## src/rtl/lsm_pkg.sv

```systemverilog
package lsm_pkg;
  typedef enum logic [1:0] {
    ST_IDLE = 2'd0,
    ST_XFER = 2'd1,
    ST_WB   = 2'd2
  } lsm_state_e;

  typedef enum logic {
    MODE_INC_AFTER  = 1'b0,
    MODE_DEC_BEFORE = 1'b1
  } lsm_mode_e;
endpackage

```

## src/rtl/lsm_pick.sv

```systemverilog
// Priority pick over remaining mask: lowest set bit when incrementing, highest when decrementing.
module lsm_pick #(
  parameter int NREG = 16,
  localparam int IW = $clog2(NREG)
) (
  input  logic [NREG-1:0] mask_i,
  input  logic            dec_i,
  output logic [IW-1:0]   idx_o,
  output logic [NREG-1:0] onehot_o
);
  always_comb begin
    idx_o = '0;
    if (dec_i) begin
      for (int i = 0; i < NREG; i++) if (mask_i[i]) idx_o = IW'(i);
    end else begin
      for (int i = NREG - 1; i >= 0; i--) if (mask_i[i]) idx_o = IW'(i);
    end
    onehot_o = NREG'(1) << idx_o;
  end
endmodule

```

## src/rtl/lsm_popcnt.sv

```systemverilog
module lsm_popcnt #(
  parameter int N = 16,
  localparam int CW = $clog2(N + 1)
) (
  input  logic [N-1:0]  vec_i,
  output logic [CW-1:0] cnt_o
);
  always_comb begin
    cnt_o = '0;
    for (int i = 0; i < N; i++) cnt_o = cnt_o + CW'(vec_i[i]);
  end
endmodule

```

## src/rtl/lsm_wbcalc.sv

```systemverilog
// Final address: base +/- STEP*(n-1).
module lsm_wbcalc #(
  parameter int AW   = 32,
  parameter int CW   = 5,
  parameter int STEP = 4
) (
  input  logic [AW-1:0] base_i,
  input  logic [CW-1:0] cnt_i,
  input  logic          dec_i,
  output logic [AW-1:0] wb_o
);
  logic [AW-1:0] off;
  always_comb begin
    off  = (AW'(cnt_i) - AW'(1)) * AW'(STEP);
    wb_o = dec_i ? base_i - off : base_i + off;
  end
endmodule

```

## src/rtl/lsm_seq.sv

```systemverilog
module lsm_seq
  import lsm_pkg::*;
#(
  parameter int NREG = 16,
  parameter int AW   = 32,
  parameter int DW   = 32,
  localparam int IW  = $clog2(NREG)
) (
  input  logic            clk_i,
  input  logic            rst_ni,
  input  logic            cmd_valid_i,
  output logic            cmd_ready_o,
  input  logic [AW-1:0]   cmd_base_i,
  input  logic [NREG-1:0] cmd_mask_i,
  input  logic            cmd_load_i,
  input  logic            cmd_mode_i,
  input  logic            cmd_wb_i,
  input  logic [IW-1:0]   cmd_base_reg_i,
  output logic            mem_req_o,
  input  logic            mem_ready_i,
  output logic            mem_we_o,
  output logic [AW-1:0]   mem_addr_o,
  output logic [IW-1:0]   mem_idx_o,
  output logic [DW-1:0]   mem_wdata_o,
  input  logic [DW-1:0]   mem_rdata_i,
  output logic [IW-1:0]   rf_raddr_o,
  input  logic [DW-1:0]   rf_rdata_i,
  output logic            rf_we_o,
  output logic [IW-1:0]   rf_waddr_o,
  output logic [DW-1:0]   rf_wdata_o,
  output logic            done_o,
  output logic            err_o
);
  localparam int CW   = $clog2(NREG + 1);
  localparam int STEP = DW / 8;
  localparam logic [AW-1:0] STEP_A = AW'(STEP);

  lsm_state_e      state_q;
  logic [NREG-1:0] rem_q;
  logic [AW-1:0]   addr_q, wbval_q, wbval_d;
  logic            dec_q, load_q, wb_q, done_q, err_q;
  logic [IW-1:0]   breg_q, cur_idx;
  logic [NREG-1:0] cur_oh;
  logic [CW-1:0]   cmd_cnt;
  logic            fire, last, in_wb;

  lsm_pick #(.NREG(NREG)) u_pick (
    .mask_i  (rem_q),
    .dec_i   (dec_q),
    .idx_o   (cur_idx),
    .onehot_o(cur_oh)
  );

  lsm_popcnt #(.N(NREG)) u_cnt (
    .vec_i(cmd_mask_i),
    .cnt_o(cmd_cnt)
  );

  lsm_wbcalc #(.AW(AW), .CW(CW), .STEP(STEP)) u_wb (
    .base_i(cmd_base_i),
    .cnt_i (cmd_cnt),
    .dec_i (cmd_mode_i),
    .wb_o  (wbval_d)
  );

  assign fire  = (state_q == ST_XFER) && mem_ready_i;
  assign last  = (rem_q & ~cur_oh) == '0;
  assign in_wb = (state_q == ST_WB);

  assign cmd_ready_o = (state_q == ST_IDLE);
  assign mem_req_o   = (state_q == ST_XFER);
  assign mem_we_o    = ~load_q;
  assign mem_addr_o  = addr_q;
  assign mem_idx_o   = cur_idx;
  assign rf_raddr_o  = cur_idx;
  assign mem_wdata_o = rf_rdata_i;
  assign rf_we_o     = (fire && load_q) || in_wb;
  assign rf_waddr_o  = in_wb ? breg_q : cur_idx;
  assign rf_wdata_o  = in_wb ? wbval_q : mem_rdata_i;
  assign done_o      = done_q;
  assign err_o       = err_q;

  always_ff @(posedge clk_i or negedge rst_ni) begin
    if (!rst_ni) begin
      state_q <= ST_IDLE;
      rem_q   <= '0;
      addr_q  <= '0;
      wbval_q <= '0;
      breg_q  <= '0;
      dec_q   <= 1'b0;
      load_q  <= 1'b0;
      wb_q    <= 1'b0;
      done_q  <= 1'b0;
      err_q   <= 1'b0;
    end else begin
      done_q <= 1'b0;
      err_q  <= 1'b0;
      unique case (state_q)
        ST_IDLE: begin
          if (cmd_valid_i) begin
            if (cmd_mask_i == '0) begin
              err_q <= 1'b1;
            end else begin
              state_q <= ST_XFER;
              rem_q   <= cmd_mask_i;
              addr_q  <= cmd_base_i;
              wbval_q <= wbval_d;
              breg_q  <= cmd_base_reg_i;
              dec_q   <= (cmd_mode_i == MODE_DEC_BEFORE);
              load_q  <= cmd_load_i;
              wb_q    <= cmd_wb_i;
            end
          end
        end
        ST_XFER: begin
          if (fire) begin
            rem_q  <= rem_q & ~cur_oh;
            addr_q <= dec_q ? addr_q - STEP_A : addr_q + STEP_A;
            if (last) begin
              state_q <= wb_q ? ST_WB : ST_IDLE;
              done_q  <= ~wb_q;
            end
          end
        end
        ST_WB: begin
          state_q <= ST_IDLE;
          done_q  <= 1'b1;
        end
        default: state_q <= ST_IDLE;
      endcase
    end
  end
endmodule

```

## config.mk

```make
export PLATFORM = sky130hd
export DESIGN_NAME = lsm_seq
export DESIGN_NICKNAME = d
export VERILOG_FILES = /design/src/rtl/lsm_pkg.sv /design/src/rtl/lsm_pick.sv /design/src/rtl/lsm_popcnt.sv /design/src/rtl/lsm_wbcalc.sv /design/src/rtl/lsm_seq.sv
export SDC_FILE = /design/constraint.sdc
export NUM_CORES = 1
export LEC_CHECK = 0
export BUFFER_PORTS_ARGS = -buffer_cell sky130_fd_sc_hd__buf_2
export CAP_MARGIN = 15
export CORE_ASPECT_RATIO = 1.1
export CORE_MARGIN = 2
export CORE_UTILIZATION = 55
export DETAILED_ROUTE_END_ITERATION = 10
export PLACE_DENSITY_LB_ADDON = 0.12
export SETUP_SLACK_MARGIN = 0.5
export SKIP_LAST_GASP = 1
export SLEW_MARGIN = 10
export SYNTH_ARGS = -nofsm -noshare
export SYNTH_HDL_FRONTEND = slang
export SYNTH_SLANG_ARGS = --single-unit
```

## constraint.sdc

```tcl
create_clock -name clk_i -period 5.5 [get_ports clk_i]
set_clock_uncertainty 0.1 [all_clocks]
set_input_delay 0.275 -clock clk_i [delete_from_list [all_inputs] [get_ports clk_i]]
set_output_delay 0.275 -clock clk_i [all_outputs]
set_load 0.02 [all_outputs]
```

* Word-level counts from Yosys, hierarchy flattened
Cells that the tools add are included.
** Word-level totals
- Input port bits :: 123
- Bits in registers :: 91
- Bits in latches :: 0
- Output and inout bits :: 114
- Memory bits (read-only) :: 0
- RAM bits :: 0
- Memories :: 0
** Cells by class
- Divide/modulo/power cells :: 0
- Equal/unequal tests :: 6
- Reduce and logical (&&, ||, !) cells :: 10
- $add $sub $neg :: 20
- Bitwise gates (word level) :: 5
- Magnitude comparators :: 0
- Multiplexer cells :: 56
- Shift operators :: 1
- $mul :: 0
** Operators with widths (count)
- $mux W32 :: 6
- $mux W4 :: 26
- $add A5 B1 Y5 :: 14
- $pmux W32 S2 :: 1
- $mux W16 :: 3
- $add A32 B3 Y32 const B :: 1
- $add A32 B32 Y32 :: 1
- $logic_not A16 Y1 :: 2
- $pmux W16 S2 :: 1
- $sub A32 B3 Y32 const B :: 1
- $sub A32 B32 Y32 :: 1
- $and A16 B16 Y16 :: 1
- $not A16 Y16 :: 1
- $shl A1 B4 Y16 const A :: 1
- $mux W2 :: 7
- $mux W3 :: 4
- $reduce_and A4 Y1 :: 2
- $mux W1 :: 6
- $sub A5 B1 Y6 const B :: 1
- $ne A2 B1 Y1 const B :: 2
- $ne A2 B2 Y1 const B :: 2
- $pmux W2 S2 :: 1
- $not A1 Y1 :: 3
- $reduce_and A3 Y1 :: 1
- 8 further kinds :: 9

* Longest topological paths before layout
Gate-level depths: netlist of the first run.
- Word-level depth :: 24
- Depth in mapped cells :: 34
- Mapped depth without buffers :: 32

* Hierarchy
From an unflattened synthesis of the first run, not the netlist that was laid out.
** Second synthesis, totals
- Cell total of the unflattened synthesis :: 1038
- Area total of the unflattened synthesis :: 8963.6 µm²
** Modules (own cells, without submodules)
- lsm_seq :: sequential area each 2277.2 µm², area each 6209.7 µm², cells an instance 640, instances 1
- lsm_wbcalc :: sequential area each 0.0 µm², area each 1866.8 µm², cells an instance 264, instances 1
- lsm_pick :: sequential area each 0.0 µm², area each 479.2 µm², cells an instance 87, instances 1
- lsm_popcnt :: sequential area each 0.0 µm², area each 407.9 µm², cells an instance 47, instances 1

* Worst setup path before layout of the first run
OpenSTA, ideal clock, no wires.
- Path type :: input port to flip-flop
- From :: input port cmd_mask_i[0]
- To :: register wbval_q[21]
- Arrival :: 7346 ps
- Buffers on the path :: 1
- Setup slack :: -2075 ps
- Cell stages on the path :: 29
- Setup time :: 130 ps
- Path through :: inv_1 ha_1 inv_1 fa_1 fa_1 fa_1 fa_1 inv_1 ha_1 and3b_1 nor3_1 or2_2 clkbuf_1 o211ai_1 a32o_1 a32oi_1 nand3_1 ha_1 nor2_1 nor2_1 ha_1 or3_1 o41a_1 a311o_1 a211o_1 a211o_1 a21oi_1 xor2_1 o21ai_1
** Between the ends
- Cells in the longest elaborated chain, start to end :: 18
- Elaborated cells on any way between the ends :: 22
** RTL lines
- start, declared :: RTL line lsm_seq.sv:14 : input logic [NREG-1:0] cmd_mask_i,
- $add A1 B1 Y2 :: RTL line lsm_popcnt.sv:10 : for (int i = 0; i < N; i++) cnt_o = cnt_o + CW'(vec_i[i]);
- $add A5 B1 Y5 (14 in series) :: RTL line lsm_popcnt.sv:10
- $sub A5 B1 Y6 :: RTL line lsm_wbcalc.sv:14 : off = (AW'(cnt_i) - AW'(1)) * AW'(STEP);
- $add A32 B32 Y32 or $sub A32 B32 Y32 (tied branches) :: RTL line lsm_wbcalc.sv:15 : wb_o = dec_i ? base_i - off : base_i + off;
- $mux W32 :: RTL line lsm_wbcalc.sv:15
- end signal, assigned :: RTL line lsm_seq.sv:107 : wbval_q <= wbval_d;
- end, declared :: RTL line lsm_seq.sv:40 : logic [AW-1:0] addr_q, wbval_q, wbval_d;
Several ways; a longest one is shown, not always the timed one.
A chain may end at the register's enable or synchronous reset.

* Final worst setup path of the first run
- From :: input port cmd_mask_i[1]
- To :: register wbval_q[21]
Same word-level chain as after synthesis.

==> results.toml, run 1 <==
[grt]
globalRouteTotalUtil = 0.310
grt_antenna_before_repair = 0
grt_max_degree = 70
first_global_vias = 8683
grt_pass1_wl_um = 42900
gr-total-overflow = 0

[clock_tree]
clk_pin_slew_worst_paths_ps = 60
cts_tree = "built"
max-clock-path-buffers = 2
cts_buffers = 9
numClockSinks = 91
cts.htree.levels = 3
clock-root-buffer = "clkbuf_16"
clock_latency_ps = 360

[drt]
final_antenna_net_count = 0
drt-pass1-iter-count = 7
dr_total_vias = 9266
drt_iter0_drc = 655
routedWlPerCell_um = 17.6
vias_per_cell = 5.99
post-route-drc-count = 0
drt_wl_total_um = 27300

[sta]
layout_setup_ws_ps = -1480
period_minus_slack_ps = 6980
maxSlewHeadroom = 0.290
timing_hold_violations_final = 0
timing_max_transition_violations_final = 0
ratio_of_final_minimum_period_to_clock_period = 1.27
worst_slew_pin_slew_ps = 1060
clock.fmax_ghz = 0.143
final_setup_fails = 26
rsz_0062_raised_after_global_routing = "yes"

[die]
die_area_um2 = 17200
io-pin-count = 237
die_w_um = 125
core_region_area_um2 = 15800
std_cell_rows = 48
chipHeight_um = 137
start_util = 0.564

[cells_and_area]
layout.nets = 1553
fin_cells = 1548
drive_above_1_share = 0.329
antenna_cells_inserted = 0
fillers = 1263
areaGrowthSynthToFinish_pct = 27.2

[logic_synthesis]
syn_avg_cell_area_um2 = 8.12
ys_ff_latch = 91
synthCells = 1097
synthDominantCellAreaShare = 0.256
synth_ff_type = "dfrtp_1"
synth_top_cells_by_count = "nand2_1, o21ai_0, dfrtp_1, ha_1, nor2_1"
synth.net_count = 1307
synth_top_area_cell = "dfrtp_1"
edff_count_synth = 0
synth.lib_cells_used.distinct = 82
async_flop_share = 1.00
post_synth_main_area_contributors = "dfrtp_1, ha_1, o21ai_0"
synthMostInstantiatedCell = "nand2_1"
synthesis.area_um2 = 8910
yosys_synthesis_warning_count = 0
seq_area_frac_synth = 0.256

[hold_path]
min_path_cells = 3
worst_hold_path_type = "input pin to flop"

[outcome]
status = "finished with violations"
violations = "negative setup slack"

[place]
post_dp_hpwl_um = 20500
routabilityCongestion = 1.02
total_placed_cells_including_tap_cells = 1516
buffer_ports.inserted = 172

[worst_setup_path]
setup.worst_path.class = "input pin to flop"
worst_path_dominant_cell_family = "adder cells"
delay_of_the_slowest_critical_path_stage_ps = 570
critPathMostFrequentCell = "fa_1"
worst_ep_arrival_time_ps = 7100
critPathBufInv = 3
worst-r2r-cell-count = 10
startpoint_type_of_the_worst_setup_path = "input pin"
cpMaxStageDelayCell = "fa_2"
timing.critical_path.fanout_max = 3
timing.critical_path.depth = 27
cp_data_required_time_ps = 5620
worstSetupEndpointType = "flop"

[job]
maxCapViolCount = 0
-- what timing repair did --
item | CTS | global route
hold buffers | 1 | 0
endpoints found under the setup margin | 28 | 27
setup buffers | 8 | 7
cloned | 0 | 0
hold endpoints to repair | 22 | 0
gates resized for setup | 34 | 22
pin swaps | 45 | 17
-- layout make-up --
class                   instances  area [um2]  share of cell area
repair buffers                314        1980               0.175
flip-flops and latches         91        2280               0.201
well taps                     200         250              0.0221
clock inverters                 5        52.6             0.00464
clock buffers                  11         243              0.0214
inverters                      68         275              0.0243
multi-input cells             859        6250               0.551
-- placed cells by master (no fill, tap or decap), types with 8 or more instances in the layout --
master / instances
a211oi_1: 11
a21o_1: 31
a21oi_1: 63
a21oi_2: 10
a31oi_1: 11
buf_2: 169
buf_4: 135
clkbuf_16: 9
dfrtp_1: 91
fa_1: 10
ha_1: 68
inv_1: 62
mux2_2: 35
mux2i_1: 12
nand2_1: 124
nand2b_1: 9
nand3_1: 11
nand4_1: 12
nor2_1: 71
nor2b_1: 13
nor3_1: 18
o21a_1: 16
o21ai_0: 100
o21ai_1: 20
o22ai_1: 11
xnor2_1: 24
xnor2_2: 8
xor2_1: 19
-- worst paths after layout --
check / slack, ps / from / end
max: -1480 / cmd_mask_i[1] / wbval_q[21]$_DFFE_PN0P_
min: 20 / cmd_base_reg_i[0] / breg_q[0]$_DFFE_PN0P_
max reg2reg: 1480 / dec_q$_DFFE_PN0P_ / state_q[0]$_DFFE_PN0P_
min reg2reg: 370 / wbval_q[0]$_DFFE_PN0P_ / wbval_q[0]$_DFFE_PN0P_
max in group asynchronous: 3800 / rst_ni / wbval_q[21]$_DFFE_PN0P_
min in group asynchronous: 260 / rst_ni / rem_q[14]$_DFFE_PN0P_
-- tightest hold or removal path: stages --
cell and delay [ps]:
buf_2 70, nand2_1 40, nand2_1 50
-- registers in the layout (all words and copies together) (netlist names) --
signal,count
breg_q,4
dec_q,1
done_o,1
err_o,1
load_q,1
mem_addr_o,32
rem_q,16
state_q,2
wb_q,1
wbval_q,32
-- routing by layer --
metal | GRT usage | vias to the layer above | share of wire
met1 | 0.393 | 4403 | 0.42
met5 | 0 | - | 0
met3 | 0.0400 | 81 | 0.068
met4 | 0.144 | 0 | 0.039
li1 | - | 4403 | -
met2 | 0.531 | 379 | 0.48
-- cells by family after synthesis --
logic type | synth area share
compound gates | 0.255
buf+inv | 0.0785
fa+ha+maj | 0.132
mux | 0.0594
flops | 0.256
xor+xnor | 0.0510
simple gates | 0.168
-- stage by stage --
stage	TNS, ps	util	hold WS, ps	setup slack, ps	area (um2)
3_5_place_dp	-39420	0.675	96.1	-1970	10700
3_3_place_gp	-36770	0.675	97.3	-1880	10700
5_1_grt	-35000	0.717	27.1	-1720	11300
4_1_cts	-25180	0.708	16.0	-1360	11200
6_report	-28230	0.717	16.4	-1480	11300
2_1_floorplan	-26750	-	-121	-1750	9020
Power of run 1 is not shown: default switching activity piles up to over one toggle a cycle in this logic, so the estimate is an artifact.
==> run 2: changes to the inputs <==
--- a/config.mk
+++ b/config.mk
@@ -7,8 +7,7 @@
 export LEC_CHECK = 0
 export BUFFER_PORTS_ARGS = -buffer_cell sky130_fd_sc_hd__buf_2
 export CAP_MARGIN = 15
-export CORE_ASPECT_RATIO = 1.1
-export CORE_MARGIN = 2
+export CORE_ASPECT_RATIO = 1.2
 export CORE_UTILIZATION = 55
 export DETAILED_ROUTE_END_ITERATION = 10
 export PLACE_DENSITY_LB_ADDON = 0.12
==> results.toml, run 2 (synthesized netlist as in run 1, its figures left out) <==
[worst_setup_path]
worstSetupEndpointType = "flop"
delay_of_the_slowest_critical_path_stage_ps = 570
setup.worst_path.class = "input pin to flop"
cpMaxStageDelayCell = "fa_2"
critPathMostFrequentCell = "fa_1"
worst_ep_arrival_time_ps = 7000
timing.critical_path.fanout_max = 3
cp_data_required_time_ps = 5630
startpoint_type_of_the_worst_setup_path = "input pin"

[cells_and_area]
final_common_cell = "buf_2"
antenna_cells_inserted = 0
fin_cells = 1560
drive_above_1_share = 0.339
areaGrowthSynthToFinish_pct = 28.0
fillers = 1296
layout_common_cells = "buf_2, buf_4, nand2_1"
layout.nets = 1557

[clock_tree]
clock-root-buffer = "clkbuf_16"
cts_buffers = 9
cts.htree.levels = 3
cts_tree = "built"
clock_latency_ps = 360
numClockSinks = 91
max-clock-path-buffers = 2
clk_pin_slew_worst_paths_ps = 70

[outcome]
violations = "negative setup slack"
status = "finished with violations"

[die]
die_area_um2 = 16700
chipHeight_um = 141
std_cell_rows = 50
core_region_area_um2 = 15700
die_w_um = 118
start_util = 0.567
io-pin-count = 237

[sta]
clock.fmax_ghz = 0.145
rsz_0062_raised_after_global_routing = "yes"
period_minus_slack_ps = 6870
timing_hold_violations_final = 0
timing_max_transition_violations_final = 0
layout_setup_ws_ps = -1370
maxSlewHeadroom = 0.383
final_setup_fails = 27
worst_slew_pin_slew_ps = 925
ratio_of_final_minimum_period_to_clock_period = 1.25

[grt]
grt_pass1_wl_um = 43400
gr-total-overflow = 0
globalRouteTotalUtil = 0.327
grt_max_degree = 72
first_global_vias = 8867
grt_antenna_before_repair = 1

[hold_path]
worst_hold_path_type = "input pin to flop"

[drt]
final_antenna_net_count = 0
dr_total_vias = 9157
drt-pass1-iter-count = 5
drt_wl_total_um = 27100
drt_iter0_drc = 713
routedWlPerCell_um = 17.4
post-route-drc-count = 0
vias_per_cell = 5.87

[job]
maxCapViolCount = 0

[place]
total_placed_cells_including_tap_cells = 1523
pre_cts_setup_slack_ps = -2000
buffer_ports.inserted = 172
routabilityCongestion = 0.978
post_dp_hpwl_um = 20400
-- run 2: changes by cell type in the layout (fill, tap and decap cells not counted), moves of 3 or more --
cell	previous run	this run
buf_4	135	138
clkinv_2	3	0
nor2_1	71	65
nor2_2	3	7
-- run 2: layout make-up --
| cell class | instances | area, um2 | area share |
|---|---|---|---|
| multi-input cells | 859 | 6290 | 0.552 |
| clock inverters | 7 | 60.1 | 0.00527 |
| inverters | 68 | 278 | 0.0244 |
| flip-flops and latches | 91 | 2280 | 0.200 |
| well taps | 208 | 260 | 0.0228 |
| repair buffers | 318 | 2010 | 0.177 |
| clock buffers | 9 | 225 | 0.0197 |
-- run 2: worst max-delay path: cells and delay by family --
kind	cells	cell delay [ps]
buf+inv	3	160
simple gates	5	710
fa+ha+maj	10	3630
compound gates	8	2090
xor+xnor	1	150
-- run 2: path summary, 6_finish.rpt --
kind	from	end	slack, ps	cells after the start
worst min-delay path	cmd_base_reg_i[3]	breg_q[3]$_DFFE_PN0P_	10	3
worst max register to register	dec_q$_DFFE_PN0P_	state_q[0]$_DFFE_PN0P_	1630	10
max in group asynchronous	rst_ni	wbval_q[22]$_DFFE_PN0P_	3840	3
worst min register to register	wbval_q[1]$_DFFE_PN0P_	wbval_q[1]$_DFFE_PN0P_	370	2
worst max-delay path	cmd_mask_i[1]	wbval_q[21]$_DFFE_PN0P_	-1370	27
min in group asynchronous	rst_ni	rem_q[3]$_DFFE_PN0P_	250	2
-- run 2: repair_timing --
item	in CTS	in global routing
resized for setup	38	31
cloned	0	0
hold buffers	1	0
pin swaps	28	18
endpoints found under the hold margin	20	0
setup buffers	15	5
setup endpoints to repair	27	27
-- run 2: routing by layer --
metal	global-route usage	up-vias	routed length (um)
li1	-	4410	-
met1	0.393	4310	11000
met2	0.568	366	13300
met3	0.0430	71	1580
met4	0.176	0	1250
met5	0	-	0
-- run 2: per-stage QoR --
step / setup TNS (ps) / hold WS, ps / instance area (um2) / utilization
2_1_floorplan: -26750 / -121 / 9020 / -
3_3_place_gp: -36170 / 79.1 / 10700 / 0.679
3_5_place_dp: -39220 / 88.3 / 10700 / 0.679
4_1_cts: -24170 / 2.11 / 11200 / 0.714
5_1_grt: -32550 / 9.32 / 11400 / 0.726
6_report: -25910 / 10.8 / 11400 / 0.726
Power of run 2 is left out for the same reason.
==> run 3: changes to the inputs <==
--- a/config.mk
+++ b/config.mk
@@ -11,6 +11,7 @@
 export CORE_UTILIZATION = 55
 export DETAILED_ROUTE_END_ITERATION = 10
 export PLACE_DENSITY_LB_ADDON = 0.12
+export REMOVE_ABC_BUFFERS = 1
 export SETUP_SLACK_MARGIN = 0.5
 export SKIP_LAST_GASP = 1
 export SLEW_MARGIN = 10
==> results.toml, run 3 (synthesized netlist as in run 1, its figures left out) <==
[sta]
worst_slew_pin_slew_ps = 1030
timing_max_transition_violations_final = 0
period_minus_slack_ps = 6990
ratio_of_final_minimum_period_to_clock_period = 1.27
rsz_0062_raised_after_global_routing = "yes"
maxSlewHeadroom = 0.313
clock.fmax_ghz = 0.143
layout_setup_ws_ps = -1490
final_setup_fails = 26
timing_hold_violations_final = 0

[place]
post_dp_hpwl_um = 20200
total_placed_cells_including_tap_cells = 1523
buffer_ports.inserted = 172
routabilityCongestion = 0.969

[worst_setup_path]
timing.critical_path.fanout_max = 3
timing.critical_path.from = "cmd_mask_i[0]"
startpoint_type_of_the_worst_setup_path = "input pin"
critPathMostFrequentCell = "fa_1"
cpMaxStageDelayCell = "fa_1"
r2r-start = "dec_q$_DFFE_PN0P_"
critPathBufInv = 6
worstSetupEndpointType = "flop"
worst_ep_arrival_time_ps = 7120
r2r-end = "state_q[0]$_DFFE_PN0P_"
worst_path_dominant_cell_family = "adder cells"
cp_data_required_time_ps = 5630
timing.reg2reg.setup_slack_ps = 1550
worst-r2r-cell-count = 10
setup.worst_path.class = "input pin to flop"
delay_of_the_slowest_critical_path_stage_ps = 540

[clock_tree]
max-clock-path-buffers = 2
numClockSinks = 91
cts.htree.levels = 3
clk_pin_slew_worst_paths_ps = 70
cts_tree = "built"
clock-root-buffer = "clkbuf_16"
clock_latency_ps = 360
cts_buffers = 9

[die]
io-pin-count = 237
start_util = 0.567
die_area_um2 = 16700
chipHeight_um = 141
die_w_um = 118
core_region_area_um2 = 15700
std_cell_rows = 50

[hold_path]
min_path_cells = 3
worst_hold_path_type = "input pin to flop"
hold-path-endpoint = "breg_q[1]$_DFFE_PN0P_"
hold_path.startpoint = "cmd_base_reg_i[1]"

[grt]
grt_antenna_before_repair = 0
first_global_vias = 8965
gr-total-overflow = 0
grt_max_degree = 69
grt_pass1_wl_um = 44300
globalRouteTotalUtil = 0.334

[outcome]
violations = "negative setup slack"
status = "finished with violations"

[drt]
vias_per_cell = 5.93
drt_wl_total_um = 27800
dr_total_vias = 9240
routedWlPerCell_um = 17.8
drt_iter0_drc = 496
drt-pass1-iter-count = 5
final_antenna_net_count = 0
post-route-drc-count = 0

[cells_and_area]
final_common_cell = "buf_2"
fin_cells = 1558
drive_above_1_share = 0.326
layout_common_cells = "buf_2, buf_4, nand2_1"
antenna_cells_inserted = 0
areaGrowthSynthToFinish_pct = 27.0
layout.nets = 1556

[job]
maxCapViolCount = 0
run 3: changes by cell type in the layout (fill, tap and decap cells not counted), moves of 3 or more:
cell,previous run,this run
o21ai_1,19,12
a21oi_2,12,6
nor2_1,65,71
o21ai_0,100,106
nor2_2,7,3
xnor2_1,24,28
xnor2_2,8,4
a21oi_1,61,64
a21oi_4,0,3
clkbuf_1,0,3
inv_6,3,0
run 3: cell type report:
cell class,count,area [um2]
tap,208,260
multi-input combinational,859,6250
fill,1268,4390
clock buffer,13,250
clock inverter,2,12.5
sequential,91,2280
timing repair buffer,317,2000
inverter,68,263
run 3: worst max path at each step:
stage	to	depth (start not counted)
final	wbval_q[31]$_DFFE_PN0P_	30
after global routing	wbval_q[27]$_DFFE_PN0P_	32
after CTS	wbval_q[21]$_DFFE_PN0P_	27
after detailed placement	wbval_q[30]$_DFFE_PN0P_	29
after global placement	wbval_q[21]$_DFFE_PN0P_	27
after floorplan	wbval_q[21]$_DFFE_PN0P_	26
run 3: per-stage QoR:
step | cell area [um2] | hold WS [ps] | setup slack (ps) | util | setup TNS [ps]
final | 11300 | 22.0 | -1490 | 0.720 | -27080
after global placement | 10500 | 192 | -2030 | 0.672 | -38830
after detailed placement | 10500 | 200 | -2100 | 0.672 | -41010
after global routing | 11300 | 39.8 | -1720 | 0.720 | -33030
after CTS | 11100 | 17.7 | -1430 | 0.709 | -25320
after floorplan | 8470 | -121 | -2070 | - | -35660
run 3: routing by layer:
layer | track usage | wire length [um] | vias up
met4 | 0.140 | 799 | 2
met3 | 0.0691 | 1950 | 62
met2 | 0.562 | 13400 | 391
met1 | 0.417 | 11600 | 4369
met5 | 0.0149 | 35 | -
li1 | - | - | 4416
run 3: worst register-to-register path, delay by kind of cell, from the launching register on:
kind            cells  cell delay [ps]
compound gates      4             1180
simple gates        3             1120
flops               1              800
buf+inv             2              320
mux                 1              310
run 3: what timing repair did:
item | 4_1_cts | 5_1_grt
pin swaps | 47 | 37
endpoints found under the hold margin | 40 | 0
setup endpoints to repair | 27 | 28
hold buffers | 1 | 0
resized for setup | 48 | 28
buffers inserted | 13 | 6
Power of run 3 is left out for the same reason.
